## src/rtl/rcsr_pkg.sv

```systemverilog
package rcsr_pkg;
  localparam int WORD_W    = 32;
  localparam int NUM_CAUSE = 5;
  localparam int NUM_BOOT  = 2;

  // cause vector layout: index 4 ext, 3 loss of lock, 2 loss of clock, 1 watchdog, 0 software
  localparam int IDX_SW  = 0;
  localparam int IDX_WDG = 1;
  localparam int IDX_LOC = 2;
  localparam int IDX_LOL = 3;
  localparam int IDX_EXT = 4;

  // position 0 is highest priority
  localparam int CAUSE_PRIO [NUM_CAUSE] = '{IDX_LOC, IDX_LOL, IDX_WDG, IDX_SW, IDX_EXT};

  // MSB-first field positions inside the status word
  localparam int POS_POR   = 0;
  localparam int POS_CAUSE = 1;
  localparam int POS_WAKE  = 16;
  localparam int POS_BOOT  = 29;

  function automatic int lsb_index(input int msb_first_pos);
    return WORD_W - 1 - msb_first_pos;
  endfunction
endpackage

```

## src/rtl/rcsr_arbiter.sv

```systemverilog
module rcsr_arbiter
  import rcsr_pkg::*;
#(
  parameter int N = NUM_CAUSE
) (
  input  logic [N-1:0] req,
  output logic [N-1:0] grant,
  output logic         any_req
);
  always_comb begin
    grant = '0;
    for (int k = N - 1; k >= 0; k--) begin
      if (req[CAUSE_PRIO[k]]) begin
        grant = '0;
        grant[CAUSE_PRIO[k]] = 1'b1;
      end
    end
  end

  assign any_req = |req;

  // a loss-of-clock request always wins
  always_comb begin
    if (req[IDX_LOC]) a_r4_loc_wins: assert (grant[IDX_LOC]);
    a_r4_single_grant: assert ($onehot0(grant) && ((grant != '0) == any_req));
  end
endmodule

```

## src/rtl/rcsr_capture.sv

```systemverilog
module rcsr_capture
  import rcsr_pkg::*;
#(
  parameter int N_CAUSE = NUM_CAUSE,
  parameter int N_BOOT  = NUM_BOOT,
  parameter int EXT_IX  = IDX_EXT
) (
  input  logic               clk,
  input  logic               por_req,
  input  logic [N_CAUSE-1:0] grant,
  input  logic               any_req,
  input  logic               wake_pin,
  input  logic [N_BOOT-1:0]  boot_pins,
  output logic               por_flag,
  output logic [N_CAUSE-1:0] cause_flags,
  output logic               wake_q,
  output logic [N_BOOT-1:0]  boot_q
);
  localparam logic [N_CAUSE-1:0] EXT_MASK = N_CAUSE'(1) << EXT_IX;

  logic busy_q;
  logic ack;
  logic sample_now;

  assign ack        = !busy_q && any_req;
  assign sample_now = busy_q && !any_req;

  always_ff @(posedge clk or posedge por_req) begin
    if (por_req) begin
      por_flag    <= 1'b1;
      cause_flags <= EXT_MASK;
      busy_q      <= 1'b1;
      wake_q      <= 1'b0;
      boot_q      <= '0;
    end else if (ack) begin
      busy_q      <= 1'b1;
      cause_flags <= grant;
      if (!grant[EXT_IX]) por_flag <= 1'b0;
    end else if (sample_now) begin
      busy_q <= 1'b0;
      wake_q <= wake_pin;
      boot_q <= boot_pins;
    end
  end

  a_r5_one_cause: assert property (@(posedge clk) disable iff (por_req)
    $countones(cause_flags) == 1);

  a_r2_ext_keeps_por: assert property (@(posedge clk) disable iff (por_req)
    ack && grant[EXT_IX] |=> por_flag == $past(por_flag) && cause_flags == EXT_MASK);

  a_r3_other_clears_por: assert property (@(posedge clk) disable iff (por_req)
    ack && !grant[EXT_IX] |=> !por_flag);

  a_r6_ignore_while_busy: assert property (@(posedge clk) disable iff (por_req)
    busy_q && any_req |=> $stable(cause_flags) && $stable(por_flag));

  a_r8_pins_hold: assert property (@(posedge clk) disable iff (por_req)
    !sample_now |=> $stable(wake_q) && $stable(boot_q));

  a_r11_quiet: assert property (@(posedge clk) disable iff (por_req)
    !ack && !sample_now |=> $stable(cause_flags) && $stable(por_flag));
endmodule

```

## src/rtl/rcsr_readport.sv

```systemverilog
module rcsr_readport
  import rcsr_pkg::*;
#(
  parameter int W = WORD_W
) (
  input  logic         clk,
  input  logic         por_req,
  input  logic         rd_en,
  input  logic [W-1:0] word_in,
  output logic         rd_valid,
  output logic [W-1:0] rd_data
);
  always_ff @(posedge clk or posedge por_req) begin
    if (por_req) begin
      rd_valid <= 1'b0;
      rd_data  <= '0;
    end else begin
      rd_valid <= rd_en;
      if (rd_en) rd_data <= word_in;
    end
  end

  a_r10_valid_follows: assert property (@(posedge clk) disable iff (por_req)
    rd_en |=> rd_valid);

  a_r10_hold: assert property (@(posedge clk) disable iff (por_req)
    !rd_en |=> !rd_valid && $stable(rd_data));
endmodule

```

## src/rtl/rst_cause_status.sv

```systemverilog
module rst_cause_status
  import rcsr_pkg::*;
#(
  parameter int N_BOOT = NUM_BOOT
) (
  input  logic              clk,
  input  logic              por_req,
  input  logic              ext_req,
  input  logic              lol_req,
  input  logic              loc_req,
  input  logic              wdg_req,
  input  logic              sw_req,
  input  logic              wake_pin,
  input  logic [N_BOOT-1:0] boot_pins,
  input  logic              rd_en,
  output logic              rd_valid,
  output logic [WORD_W-1:0] rd_data
);
  localparam int CAUSE_HI = lsb_index(POS_CAUSE);
  localparam int CAUSE_LO = CAUSE_HI - NUM_CAUSE + 1;

  logic [NUM_CAUSE-1:0] req_vec;
  logic [NUM_CAUSE-1:0] grant;
  logic                 any_req;
  logic                 por_flag;
  logic [NUM_CAUSE-1:0] cause_flags;
  logic                 wake_q;
  logic [N_BOOT-1:0]    boot_q;
  logic [WORD_W-1:0]    word;

  always_comb begin
    req_vec          = '0;
    req_vec[IDX_EXT] = ext_req;
    req_vec[IDX_LOL] = lol_req;
    req_vec[IDX_LOC] = loc_req;
    req_vec[IDX_WDG] = wdg_req;
    req_vec[IDX_SW]  = sw_req;
  end

  rcsr_arbiter #(.N(NUM_CAUSE)) u_arb (
    .req     (req_vec),
    .grant   (grant),
    .any_req (any_req)
  );

  rcsr_capture #(.N_CAUSE(NUM_CAUSE), .N_BOOT(N_BOOT), .EXT_IX(IDX_EXT)) u_cap (
    .clk         (clk),
    .por_req     (por_req),
    .grant       (grant),
    .any_req     (any_req),
    .wake_pin    (wake_pin),
    .boot_pins   (boot_pins),
    .por_flag    (por_flag),
    .cause_flags (cause_flags),
    .wake_q      (wake_q),
    .boot_q      (boot_q)
  );

  always_comb begin
    word                          = '0;
    word[lsb_index(POS_POR)]      = por_flag;
    word[CAUSE_HI:CAUSE_LO]       = cause_flags;
    word[lsb_index(POS_WAKE)]     = wake_q;
    for (int i = 0; i < N_BOOT; i++) begin
      word[lsb_index(POS_BOOT + i)] = boot_q[i];
    end
  end

  rcsr_readport #(.W(WORD_W)) u_rd (
    .clk      (clk),
    .por_req  (por_req),
    .rd_en    (rd_en),
    .word_in  (word),
    .rd_valid (rd_valid),
    .rd_data  (rd_data)
  );
endmodule

```

## config.mk

```make
export PLATFORM = sky130hd
export DESIGN_NAME = rst_cause_status
export DESIGN_NICKNAME = d
export VERILOG_FILES = /design/src/rtl/rcsr_pkg.sv /design/src/rtl/rcsr_arbiter.sv /design/src/rtl/rcsr_capture.sv /design/src/rtl/rcsr_readport.sv /design/src/rtl/rst_cause_status.sv
export SDC_FILE = /design/constraint.sdc
export NUM_CORES = 1
export LEC_CHECK = 0
export CAP_MARGIN = 5
export CORE_AREA = 2 2 59 61
export CTS_CLUSTER_SIZE = 8
export DETAILED_ROUTE_END_ITERATION = 7
export DIE_AREA = 0 0 61 63
export SETUP_SLACK_MARGIN = 0.2
export SLEW_MARGIN = 0
export SYNTH_ARGS = -nofsm -noshare
export SYNTH_HDL_FRONTEND = slang
export SYNTH_SLANG_ARGS = --single-unit
```

## constraint.sdc

```tcl
create_clock -name clk -period 1.3 [get_ports clk]
set_input_delay 0.26 -clock clk [delete_from_list [all_inputs] [get_ports clk]]
set_output_delay 0.26 -clock clk [all_outputs]
set_load 0.01 [all_outputs]
```

# Word level (Yosys, flattened, before mapping)

Index checks and enable logic that the tools add are counted.

Register bits after elaboration: 20
Input bits: 11
Output and inout port bits: 33
Logic and storage cells: 24

Muxes and demuxes: 7
Bitwise gates (word level): 2
Reduce and logical (&&, ||, !) cells: 8

Operator list:

| cell                | count |
|---|---|
| 2-to-1 mux 5 bit    | 5 |
| OR reduction 5 bit  | 1 |
| AND reduction 2 bit | 2 |
| logical AND 1 bit   | 2 |
| logical NOT 1 bit   | 2 |
| 2-to-1 mux 1 bit    | 2 |
| NOT 1 bit           | 2 |
| nonzero test 2 bit  | 1 |

# Longest topological paths before layout

Word-level depth: 7
Gate-level depth with buffers: 6
Mapped depth without buffers: 5

# Hierarchy

From an unflattened synthesis, not the netlist that was laid out.

Cells, all modules: 105
Area total of the unflattened synthesis: 1,865.5 um^2

By module, submodules not included:

| module           | instances | cells an instance | area each (um^2) | seq. area each (um^2) |
|---|---|---|---|---|
| rcsr_readport    | 1         | 70                | 1,373.8          | 825.8 |
| rcsr_capture     | 1         | 27                | 432.9            | 254.0 |
| rcsr_arbiter     | 1         | 7                 | 55.1             | 0.0 |
| rst_cause_status | 1         | 1                 | 3.8              | 0.0 |

# Worst setup path before layout

OpenSTA, ideal clock, no wires.

Kind: input port to flip-flop
From: input loc_req
To: register u_cap.cause_flags[2]
Library setup time: 0.125 ns
Arrival time: 1.638 ns
Data required time: 1.175 ns
Setup slack: -0.462 ns
Cell stages on the path: 5
Buffers on the path: 1
Cells stage by stage: or4_4 > or2_1 > ha_1 > clkbuf_1 > mux2_2

Word-level cells in the longest chain between the ends: 2
Elaborated cells on any way between the ends: 3
Those cells by class: 1 x mux; 2 x reduce/logical

RTL lines:

| element              | RTL line               | source |
|---|---|---|
| start, declared      | rst_cause_status.sv:10 | `input logic loc_req,` |
| OR reduction 5 bit   | rcsr_arbiter.sv:20     | `assign any_req = \|req;` |
| logical AND 1 bit    | rcsr_capture.sv:25     | `assign ack = !busy_q && any_req;` |
| net u_cap.ack        | rcsr_capture.sv:22     | `logic ack;` |
| end signal, assigned | rcsr_capture.sv:37     | `cause_flags <= grant;` |
| end, declared        | rcsr_capture.sv:15     | `output logic [N_CAUSE-1:0] cause_flags,` |

The timed path passes the listed nets, and every way through them passes these cells.
A chain may end at the register's enable or synchronous reset.

# Final worst setup path

From: input lol_req
To: register u_cap.busy_q

Word-level cells in the longest chain between the ends: 4
Elaborated cells on any way between the ends: 6
Those cells by class: 1 x mux; 5 x reduce/logical

RTL lines:

| element                             | RTL line              | source |
|---|---|---|
| start, declared                     | rst_cause_status.sv:9 | `input logic lol_req,` |
| OR reduction 5 bit *                | rcsr_arbiter.sv:20    |  |
| logical NOT 1 bit                   | rcsr_capture.sv:26    | `assign sample_now = busy_q && !any_req;` |
| logical AND 1 bit                   | rcsr_capture.sv:26    |  |
| nonzero test 2 bit (no source line) | --                    |  |
| end signal, assigned                | rcsr_capture.sv:32    | `busy_q <= 1'b1;` |
| end signal, assigned                | rcsr_capture.sv:36    | `busy_q <= 1'b1;` |
| end signal, assigned                | rcsr_capture.sv:40    | `busy_q <= 1'b0;` |
| end, declared                       | rcsr_capture.sv:21    | `logic busy_q;` |

Every way passes the cells marked *; elsewhere a longest branch is shown, timed or not.

==> flow_summary.toml <==
[status]
outcome = "complete, but fails checks"
violated_checks = "setup timing"

[power]
max-vdd-ir-drop_mv = 0.943
power_per_cell_area_nw_per_um2 = 1540
leakage_nw = 0.661

[worst_setup_path]
startpoint_type = "input port"
ff2ff_path_depth = 3
rr_endpoint = "u_cap.busy_q$_DFFE_PP1P_"
r2r_setup_slk_ns = 0.03
setup.worst_path.end_class = "register"
criticalPathCategory = "in2reg"
timing.critical_path.arrival_ns = 1.69
crit_required_ns = 1.53
r2r_start = "u_cap.busy_q$_DFFE_PP1P_"
crit_path_max_fanout = 2

[timing]
final_critical_path_setup_slack_ns = -0.154
period_minus_slack_ns = 1.45
max_freq_mhz = 688
hold_violations = 0
setup_tns_ns = -0.884
setup_viol = 9
timing_max_transition_violations_final = 0
period_share = 1.12
clock_skew_ns = 0.00565
rsz0062_at_grt = "yes"

[clocking]
tritoncts = "yes"
numCtsBuffers = 3
cts.reportedPaths.clkPinSlew_ns = 0.11
clock_sinks = 20
holdBufCountCts = 0
clk-insertion-delay-late_ns = 0.29
htreeDepth = 1
cts.path.max_buffers = 2
cts_root_buf = "sky130_fd_sc_hd__clkbuf_4"

[placed_design]
gp_congestion = 0.673
detailed_place_hpwl_um = 1210
detailedPlace.worstSlack_ns = -0.875
placedCellCount = 153
io_buffers = 20

[grt]
via_count_of_the_first_global_routing_pass = 639
grt_start_max_net_pins = 21
globalRouteOverflowTotal = 0
grt_first_pass_wirelength_um = 2940
antenna_found_initial = 0
global_route.usage.total = 0.105

[yosys]
yosysWarningCount = 0
synthesized_cell_area_um2 = 981
synth_cells = 81
synth-async-reset-ratio = 1.00
postSynthRegisterBits = 20
synthTopCellsByArea = "sky130_fd_sc_hd__dfrtp_1, sky130_fd_sc_hd__buf_4, sky130_fd_sc_hd__mux2_2"
synth.largest_area_cell = "sky130_fd_sc_hd__dfrtp_1"
synth_edf_count = 0
yosysMostFrequentCell = "sky130_fd_sc_hd__buf_4"
synth_top_cell_area_share = 0.434
synth.avg_cell_area_um2 = 12.1
ys_seq_area_frac = 0.514
ys_dominant_reg_cell = "sky130_fd_sc_hd__dfrtp_1"
synth_common_cells = "sky130_fd_sc_hd__buf_4, sky130_fd_sc_hd__dfrtp_1, sky130_fd_sc_hd__mux2_2, sky130_fd_sc_hd__inv_1"
synth_cell_type_count = 18

[job]
maxCapViolations = 0

[floorplan]
floorplan.initialDensity = 0.304
dieWidth_um = 61
io-pin-count = 44
core_area_um2 = 3230
floorplan.rows = 21
die_height_um = 63
die-area_um2 = 3840

[routing]
avgViaCountPerCell = 3.86
wl_per_cell_um = 10.5
firstDrtPassIters = 4
detail_route.iter0.violations = 12
total_vias_in_the_final_route = 625
drt_drc_violations_left = 0
postRouteAntennaNets = 0
routed_wl_um = 1710

[layout]
final-instance-count-excl-fill = 162
drive_above_1_share = 0.500
layout.filler_cells = 342
areaGrowthSynthToFinish_pct = 35.2
antenna_cells = 0
multi_input_area_um2 = 433
finalCoreUtilization = 0.410
fin_nets = 130
area_taken_by_flip_flops_and_latches_um2 = 504

[hold_path]
hold_path.class = "in2async"
[placed cells by master (no fill, tap or decap)]
| cell | Yosys | final |
|---|---|---|
| sky130_fd_sc_hd__conb_1 | 1 | 23 |
| sky130_fd_sc_hd__dfrtp_1 | 17 | 17 |
| sky130_fd_sc_hd__mux2_2 | 15 | 11 |
| sky130_fd_sc_hd__buf_4 | 23 | 11 |
| sky130_fd_sc_hd__buf_2 | 1 | 10 |
| sky130_fd_sc_hd__inv_1 | 6 | 6 |
| sky130_fd_sc_hd__buf_6 | 0 | 6 |
| sky130_fd_sc_hd__clkdlybuf4s50_1 | 0 | 5 |
| sky130_fd_sc_hd__mux2_4 | 0 | 4 |
| sky130_fd_sc_hd__clkbuf_4 | 0 | 3 |
| sky130_fd_sc_hd__dfstp_2 | 3 | 3 |
| sky130_fd_sc_hd__nand2_1 | 3 | 2 |
| sky130_fd_sc_hd__o22ai_2 | 0 | 2 |
| sky130_fd_sc_hd__ha_4 | 0 | 2 |
| sky130_fd_sc_hd__nor4b_1 | 1 | 1 |
| sky130_fd_sc_hd__nand2_4 | 0 | 1 |
| sky130_fd_sc_hd__o32ai_2 | 0 | 1 |
| sky130_fd_sc_hd__nand3b_1 | 1 | 1 |
| sky130_fd_sc_hd__o21ai_1 | 0 | 1 |
| sky130_fd_sc_hd__or4_4 | 1 | 1 |
| sky130_fd_sc_hd__nor2_4 | 0 | 1 |
| sky130_fd_sc_hd__or2_4 | 0 | 1 |
| sky130_fd_sc_hd__clkbuf_8 | 0 | 1 |
| sky130_fd_sc_hd__dlymetal6s2s_1 | 0 | 1 |
| sky130_fd_sc_hd__clkdlybuf4s15_1 | 0 | 1 |
[worst max-delay path, stage by stage]
cell and delay, ns:
sky130_fd_sc_hd__buf_6 0.09, sky130_fd_sc_hd__or4_4 0.53, sky130_fd_sc_hd__or2_4 0.25, sky130_fd_sc_hd__ha_4 0.26
sky130_fd_sc_hd__mux2_4 0.28
[per-layer routing]
metal / track usage / part of all wire
met3: 0.0455 / 0.060
met5: 0 / 0
met2: 0.160 / 0.54
met1: 0.129 / 0.39
met4: 0.0380 / 0.0088
[how the worst max path moves through the flow]
stage                          endpoint     from  cells past startpoint
5_1_grt        u_cap.busy_q$_DFFE_PP1P_  lol_req                      5
3_5_place_dp   u_cap.busy_q$_DFFE_PP1P_  loc_req                      5
4_1_cts        u_cap.busy_q$_DFFE_PP1P_   sw_req                      5
2_1_floorplan  u_cap.busy_q$_DFFE_PP1P_  loc_req                      4
6_report       u_cap.busy_q$_DFFE_PP1P_  lol_req                      5
3_3_place_gp   u_cap.busy_q$_DFFE_PP1P_  loc_req                      5
[sequential cells by signal, summed over array words and instances, names as in the netlist]
signal,cells
u_cap.por_flag,1
u_cap.busy_q,1
u_cap.cause_flags,5
u_cap.boot_q,2
u_cap.wake_q,1
u_rd.rd_data,9
u_rd.rd_valid,1
[repair_timing]
action | in CTS | in global routing
pin swaps | 4 | 3
gates resized for setup | 66 | 5
endpoints found under the setup margin | 20 | 20
setup buffers | 2 | 3
[stage by stage]
stage | hold WS, ns | total power (W) | cell area [um2]
floorplan | 0.222 | 0.00137 | 1090
global placement | 0.465 | 0.00161 | 1220
detailed placement | 0.476 | 0.00163 | 1220
CTS | 0.271 | 0.00200 | 1280
global route | 0.288 | 0.00220 | 1330
finish | 0.275 | 0.00204 | 1330
[report_power, final]
group,total [W],internal [W],switching [W]
clock,0.000346,0.000171,0.000175
sequential,0.000932,0.000824,0.000107
combinational,0.000760,0.000445,0.000315
[area by class of cell]
| cell class | count | share of cell area |
|---|---|---|
| flip-flops and latches | 20 | 0.380 |
| inverters | 6 | 0.0170 |
| repair buffers | 34 | 0.206 |
| clock buffers | 4 | 0.0274 |
| well taps | 46 | 0.0434 |
| multi-input cells | 52 | 0.326 |
[cells by family after synthesis]
group                      after synthesis  share of synthesized area
adders and majority gates                2                     0.0255
other                                    1                    0.00382
muxes                                   15                      0.172
AOI/OAI and AO/OA                        4                     0.0268
buffers and inverters                   31                      0.208
DFF                                     20                      0.514
and+or+nand+nor                          8                     0.0497
No activity file was read; power rests on OpenSTA's default activity.
